$ cat src/rtl/serial_rx_pkg.sv
// Shared constants and types for the serial word receiver.
package serial_rx_pkg;
    localparam int WORD_W = 16;
    localparam int CTRL_W = 4;
    localparam int FIELD_MSB = 11;

    typedef enum logic [1:0] {
        SDO_FULL = 2'b00,
        SDO_WEAK = 2'b01,
        SDO_OPEN = 2'b10,
        SDO_OFF  = 2'b11
    } sdo_mode_e;
endpackage

$ cat src/rtl/sig_sync.sv
// Multi-stage synchronizer for W independent asynchronous inputs.
// Assumes each input is a slow level signal relative to clk; STAGES >= 2.
module sig_sync #(
    parameter int             W       = 3,
    parameter int             STAGES  = 2,
    parameter logic [W-1:0]   RST_VAL = '0
) (
    input  logic         clk,
    input  logic         rst_n,
    input  logic [W-1:0] din,
    output logic [W-1:0] dout
);
    logic [STAGES-1:0][W-1:0] stage_q;

    // Shift each lane through the flop chain.
    always_ff @(posedge clk) begin
        if (!rst_n) stage_q <= {STAGES{RST_VAL}};
        else        stage_q <= {stage_q[STAGES-2:0], din};
    end

    assign dout = stage_q[STAGES-1];
endmodule

$ cat src/rtl/edge_det.sv
// Per-lane rise/fall pulse generator on already synchronized levels.
// Assumes din is in the clk domain; pulses last one cycle.
module edge_det #(
    parameter int           W       = 2,
    parameter logic [W-1:0] RST_VAL = '0
) (
    input  logic         clk,
    input  logic         rst_n,
    input  logic [W-1:0] din,
    output logic [W-1:0] rise,
    output logic [W-1:0] fall
);
    logic [W-1:0] prev_q;

    // Remember last cycle's level.
    always_ff @(posedge clk) begin
        if (!rst_n) prev_q <= RST_VAL;
        else        prev_q <= din;
    end

    for (genvar g = 0; g < W; g++) begin : g_lane
        assign rise[g] = din[g] & ~prev_q[g];
        assign fall[g] = ~din[g] & prev_q[g];
    end
endmodule

$ cat src/rtl/frame_core.sv
// Frame assembly: counted and chained modes, commit strobe, chained
// pass-through bit and readback shifter. Assumes capture and launch
// events never coincide and mode inputs are steady inside a frame.
module frame_core
    import serial_rx_pkg::*;
(
    input  logic              clk,
    input  logic              rst_n,
    input  logic              frame_lvl,
    input  logic              frame_fall,
    input  logic              frame_rise,
    input  logic              cap_ev,
    input  logic              launch_ev,
    input  logic              bit_in,
    input  logic              chain_en,
    input  logic              rb_req,
    input  logic [WORD_W-1:0] rb_data,
    output logic [WORD_W-1:0] word,
    output logic              word_valid,
    output logic              out_bit,
    output logic              rb_busy
);
    localparam int CNT_W = $clog2(WORD_W);
    localparam logic [CNT_W-1:0] LAST_IDX = CNT_W'(WORD_W - 1);

    logic [WORD_W-1:0] shreg_q, rb_hold_q, rb_sh_q;
    logic [CNT_W-1:0]  cnt_q;
    logic              full_q, seen_q, pend_q, pass_q;
    logic [WORD_W-1:0] shreg_nx;

    assign shreg_nx = {shreg_q[WORD_W-2:0], bit_in};

    // Frame state, shifting, commit and output launch.
    always_ff @(posedge clk) begin
        if (!rst_n) begin
            shreg_q    <= '0;
            rb_hold_q  <= '0;
            rb_sh_q    <= '0;
            cnt_q      <= '0;
            full_q     <= 1'b0;
            seen_q     <= 1'b0;
            pend_q     <= 1'b0;
            pass_q     <= 1'b0;
            rb_busy    <= 1'b0;
            word       <= '0;
            word_valid <= 1'b0;
        end else begin
            word_valid <= 1'b0;
            if (frame_fall) begin
                shreg_q <= '0;
                cnt_q   <= '0;
                full_q  <= 1'b0;
                seen_q  <= 1'b0;
                pass_q  <= 1'b0;
                if (pend_q && !chain_en) begin
                    rb_busy <= 1'b1;
                    rb_sh_q <= rb_hold_q;
                    pend_q  <= 1'b0;
                end
            end else if (frame_rise) begin
                rb_busy <= 1'b0;
                if (chain_en && seen_q) begin
                    word       <= shreg_q;
                    word_valid <= 1'b1;
                end
            end else if (!frame_lvl) begin
                if (cap_ev && (chain_en || !full_q)) begin
                    shreg_q <= shreg_nx;
                    seen_q  <= 1'b1;
                    cnt_q   <= cnt_q + 1'b1;
                    if (!chain_en && cnt_q == LAST_IDX) begin
                        full_q     <= 1'b1;
                        word       <= shreg_nx;
                        word_valid <= 1'b1;
                    end
                end
                if (launch_ev) begin
                    pass_q  <= shreg_q[WORD_W-1];
                    rb_sh_q <= {rb_sh_q[WORD_W-2:0], 1'b0};
                end
            end
            if (rb_req) begin
                pend_q    <= 1'b1;
                rb_hold_q <= rb_data;
            end
        end
    end

    assign out_bit = rb_busy ? rb_sh_q[WORD_W-1] : pass_q;
endmodule

$ cat src/rtl/sdo_drive.sv
// Serial output enable and drive-strength status from the drive code.
// Assumes sdo_mode is steady while a frame is in progress.
module sdo_drive
    import serial_rx_pkg::*;
(
    input  logic [1:0] sdo_mode,
    input  logic       chain_en,
    input  logic       rb_busy,
    input  logic       out_bit,
    output logic       sdo,
    output logic       sdo_oe,
    output logic       sdo_weak
);
    logic path_on;
    assign path_on = chain_en | rb_busy;

    // Decode the drive code into an enable.
    always_comb begin
        unique case (sdo_mode_e'(sdo_mode))
            SDO_FULL, SDO_WEAK: sdo_oe = path_on;
            SDO_OPEN:           sdo_oe = path_on & ~out_bit;
            default:            sdo_oe = 1'b0;
        endcase
    end

    assign sdo      = out_bit;
    assign sdo_weak = (sdo_mode == SDO_WEAK);
endmodule

$ cat src/rtl/serial_word_rx.sv
// Top: serial word receiver with counted and chained framing.
// Assumes clk runs at least four times the serial clock rate and
// mode inputs change only while the frame strobe is high.
module serial_word_rx
    import serial_rx_pkg::*;
#(
    parameter int RES_BITS    = 12,
    parameter int SYNC_STAGES = 2
) (
    input  logic                clk,
    input  logic                rst_n,
    input  logic                sync_n_in,
    input  logic                sclk_in,
    input  logic                sdin_in,
    input  logic                chain_en,
    input  logic                rise_capture,
    input  logic [1:0]          sdo_mode,
    input  logic                rb_req,
    input  logic [15:0]         rb_data,
    output logic                sdo,
    output logic                sdo_oe,
    output logic                sdo_weak,
    output logic                word_valid,
    output logic [15:0]         word,
    output logic [3:0]          word_ctrl,
    output logic [RES_BITS-1:0] word_code
);
    logic [2:0] lvl;
    logic [1:0] rise, fall;
    logic       sync_rise_ev, sync_fall_ev, cap_ev, launch_ev;
    logic       out_bit, rb_busy;

    sig_sync #(.W(3), .STAGES(SYNC_STAGES), .RST_VAL(3'b001)) u_sync (
        .clk(clk), .rst_n(rst_n),
        .din({sdin_in, sclk_in, sync_n_in}), .dout(lvl)
    );

    edge_det #(.W(2), .RST_VAL(2'b01)) u_edge (
        .clk(clk), .rst_n(rst_n), .din(lvl[1:0]), .rise(rise), .fall(fall)
    );

    assign sync_rise_ev = rise[0];
    assign sync_fall_ev = fall[0];
    assign cap_ev       = rise_capture ? rise[1] : fall[1];
    assign launch_ev    = rise_capture ? fall[1] : rise[1];

    frame_core u_core (
        .clk(clk), .rst_n(rst_n),
        .frame_lvl(lvl[0]), .frame_fall(sync_fall_ev), .frame_rise(sync_rise_ev),
        .cap_ev(cap_ev), .launch_ev(launch_ev), .bit_in(lvl[2]),
        .chain_en(chain_en), .rb_req(rb_req), .rb_data(rb_data),
        .word(word), .word_valid(word_valid), .out_bit(out_bit), .rb_busy(rb_busy)
    );

    sdo_drive u_drv (
        .sdo_mode(sdo_mode), .chain_en(chain_en), .rb_busy(rb_busy),
        .out_bit(out_bit), .sdo(sdo), .sdo_oe(sdo_oe), .sdo_weak(sdo_weak)
    );

    assign word_ctrl = word[WORD_W-1 -: CTRL_W];
    assign word_code = word[FIELD_MSB -: RES_BITS];
endmodule

$ cat config.mk
export PLATFORM = sky130hd
export DESIGN_NAME = serial_word_rx
export DESIGN_NICKNAME = d
export VERILOG_FILES = /design/src/rtl/serial_rx_pkg.sv /design/src/rtl/sig_sync.sv /design/src/rtl/edge_det.sv /design/src/rtl/frame_core.sv /design/src/rtl/sdo_drive.sv /design/src/rtl/serial_word_rx.sv
export SDC_FILE = /design/constraint.sdc
export NUM_CORES = 1
export LEC_CHECK = 0
export BUFFER_PORTS_ARGS = -buffer_cell sky130_fd_sc_hd__buf_2
export CAP_MARGIN = 20
export CORE_UTILIZATION = 50
export CTS_BUF_LIST = sky130_fd_sc_hd__clkbuf_16
export CTS_CLUSTER_DIAMETER = 60
export DETAILED_ROUTE_END_ITERATION = 7
export PLACE_DENSITY = 0.72
export SLEW_MARGIN = 20
export SYNTH_ARGS = -nofsm -noshare
export SYNTH_HDL_FRONTEND = slang
export SYNTH_SLANG_ARGS = --single-unit
$ cat constraint.sdc
create_clock -name clk -period 1.9 [get_ports clk]
set_input_delay 0.38 -clock clk [delete_from_list [all_inputs] [get_ports clk]]
set_output_delay 0.38 -clock clk [all_outputs]
set_load 0.01 [all_outputs]
==> impl_metrics.py <==
metrics = {
    "status": {
        "status": "finished, final reports clean",
    },
    "flow_run": {
        "cap_violations": 0,
    },
    "sta": {
        "max_slew_margin_pct": 65.09,
        "tightest_slew_ns": 0.5104,
        "fin_tns_setup_ns": 0,
        "hold_slack_ns": 0.2427,
        "hold_viol": 0,
        "fin_crit_ns": 1.805,
        "timing.fmax_mhz": 554.1,
        "setup-violations-final": 0,
        "rsz0062_at_grt": "no",
        "slew_violations": 0,
        "skew_ns": 0.007969,
        "final.period_utilization_pct": 94.98,
    },
    "cells_and_area": {
        "final_common_cell": "dfxtp_1",
        "final_util_pct": 61.10,
        "fillers": 603,
        "drive_gt1_share_pct": 29.52,
        "final_cell_mix": "dfxtp_1, mux2i_1, buf_2, o31ai_1",
        "design_area_um2": 4174,
        "final_nets": 415,
        "antennaDiodeCount": 0,
        "area_growth_pct": 17.55,
    },
    "critical_path": {
        "worstSetupStartpointType": "flop",
        "crit_chain": "mux2_2 -> o21ai_0 -> o21a_1 -> buf_2",
        "critical_path_class": "flop to output port",
        "crit_family": "flip-flops",
        "slowest_delay_ns": 0.35,
        "endpoint_kind": "output port",
        "crit_fanout": 3,
        "crit_buf_inv": 1,
        "cpMaxStageDelayCell": "dfxtp_1",
        "cp_data_arrival_time_ns": 1.42,
        "crit_required_ns": 1.52,
    },
    "pwr": {
        "p_switching_uw": 805.7,
        "swShare_pct": 21.93,
        "p_clk_share_pct": 46.8,
        "p_leak_nw": 1.793,
        "power.share.sequential_pct": 48.3,
        "pwr-share-comb_pct": 4.8,
        "p_int_mw": 2.868,
        "p_per_area_nw_per_um2": 880.2,
        "finalPower_mw": 3.674,
        "irDropWorstVdd_mv": 0.5467,
    },
    "worst_hold_path": {
        "min_path_type": "input pin to flop",
    },
    "placement": {
        "place_congestion": 0.7308,
        "place_area_um2": 3871,
        "hpwl_um": 4433,
        "io_buffer_count": 61,
    },
    "floorplanning": {
        "rows": 30,
        "die_x_um": 86.27,
        "chipHeight_um": 86.27,
        "io_pins": 62,
        "core_area_um2": 6832,
        "initial_core_util_pct": 51.98,
        "dieArea_um2": 7443,
    },
    "synth": {
        "netlist_area_um2": 3551,
        "yosys_warnings": 0,
        "postSynth.asyncResetShare_pct": 0,
        "synth_ff_type": "dfxtp_1",
        "avgSynthCellArea_um2": 10.44,
        "syn_nets": 367,
        "synth_edf_count": 0,
        "syn-instance-count": 340,
        "synth_seq_cells": 82,
        "ys_seq_area_share_pct": 46.23,
        "yosysUniqueCellTypes": 37,
    },
    "clock_tree": {
        "cts_resized": 0,
        "htreeDepth": 3,
        "ctsHoldBuffers": 0,
        "clockBufferDepth": 2,
        "post_cts_buffers": 0,
        "root_buffer": "clkbuf_16",
        "clock_latency_ns": 0.34,
        "clk_pin_slew_ns": 0.06,
        "cts_sinks": 82,
        "numCtsBuffers": 9,
        "cts_tree": "yes",
    },
    "global_routing": {
        "antenna_found_initial": 0,
        "grt_max_degree": 38,
        "grt_pass1_wl_um": 10940,
        "overflow": 0,
        "globalRouteTotalUtil_pct": 18.96,
        "grt_pass1_vias": 2294,
    },
    "drt": {
        "post-route-drc-count": 0,
        "ant_nets": 0,
        "postRouteWirelength_um": 6600,
        "drt_iter0_drc": 90,
        "via_per_inst": 5.186,
        "drt_pass1_iterations": 5,
        "dr_total_vias": 2536,
        "wire_per_inst_um": 13.50,
    },
}
-- cells by family (layout without fill, tap and decap cells) --
logic type               count (synthesis)  after routing  synth area share, %
flip-flops                              82             82                46.23
AO/OA/AOI/OAI                           77             77                15.82
AND/OR/NAND/NOR                         71             71                11.28
multiplexers                            66             66                18.64
buffers and inverters                   41             94                7.188
XOR/XNOR                                 2              2               0.4934
adder cells (fa/ha/maj)                  1              1               0.3523
-- area by class of cell --
cell class,count,area (um^2),area share (%)
clock inverters,7,77.57,1.859
clock buffers,9,225.2,5.396
well taps,96,120.1,2.878
multi-input cells,217,1664,39.87
repair buffers,78,445.4,10.67
flip-flops and latches,82,1642,39.33
-- per-stage QoR --
stage / setup slack (ns) / std cells
after floorplan: 0.04935 / 340
after global placement: 0.04939 / 473
after detailed placement: 0.04167 / 473
after CTS: 0.07691 / 489
after global routing: 0.02929 / 489
final: 0.09531 / 489
-- worst paths after layout --
check	from	to	slack [ns]	cells after the start
hold reg to reg	u_sync.stage_q[0]	u_sync.dout[0]	0.41	1
setup / recovery	u_core.rb_busy	sdo_oe	0.1	4
hold / removal	sync_n_in	u_sync.stage_q[0]	0.24	2
setup reg to reg	u_sync.dout[1]	u_core.shreg_q[7]	0.17	5
-- worst register-to-register path, stage by stage, from the launching register on --
cell and delay [ns]:
dfxtp_1 0.35, or3b_4 0.45, a211oi_4 0.29, buf_4 0.24, mux2i_1 0.23, nor2_1 0.05
-- layer usage --
layer  up-vias  track usage [%]  wire length (um)
met4         0            9.091               113
met2        60            31.60              3138
met1      1176            23.42              3119
li1       1289                -                 -
met3        11            4.000               229
met5         -                0                 0
-- cells in the mapped netlist, types with 3 or more instances --
master	n	area share (%)
and2_1	5	0.88
nand2b_1	4	0.70
buf_1	3	0.32
a21oi_1	25	3.5
o31ai_1	31	6.6
dfxtp_1	82	46
a21oi_2	10	2.5
buf_4	19	4.0
nor2_1	25	2.6
nand3_1	3	0.42
clkbuf_1	12	1.3
mux2i_1	65	18
nor2b_1	21	3.7
o21a_1	4	0.85
buf_2	5	0.70
-- sequential cells by signal, summed over array words and instances (netlist names) --
register / cells
u_core.seen_q: 1
u_core.rb_sh_q: 16
u_core.word_valid: 1
u_core.rb_busy: 1
u_core.rb_hold_q: 16
u_core.full_q: 1
u_sync.stage_q: 3
u_core.word: 16
u_core.cnt_q: 4
u_sync.dout: 3
u_core.pend_q: 1
u_edge.prev_q: 2
u_core.shreg_q: 16
u_core.pass_q: 1
-- power by group through the flow --
stage | clock (mW) | sequential (mW) | combinational [mW]
final | 1.72 | 1.78 | 0.177
after global routing | 1.84 | 1.78 | 0.195
after CTS | 1.76 | 1.77 | 0.179
after detailed placement | 0 | 1.81 | 0.178
after global placement | 0 | 1.81 | 0.175
after floorplan | 0 | 1.81 | 0.119
Note: power is estimated with default switching activity, not from simulation.
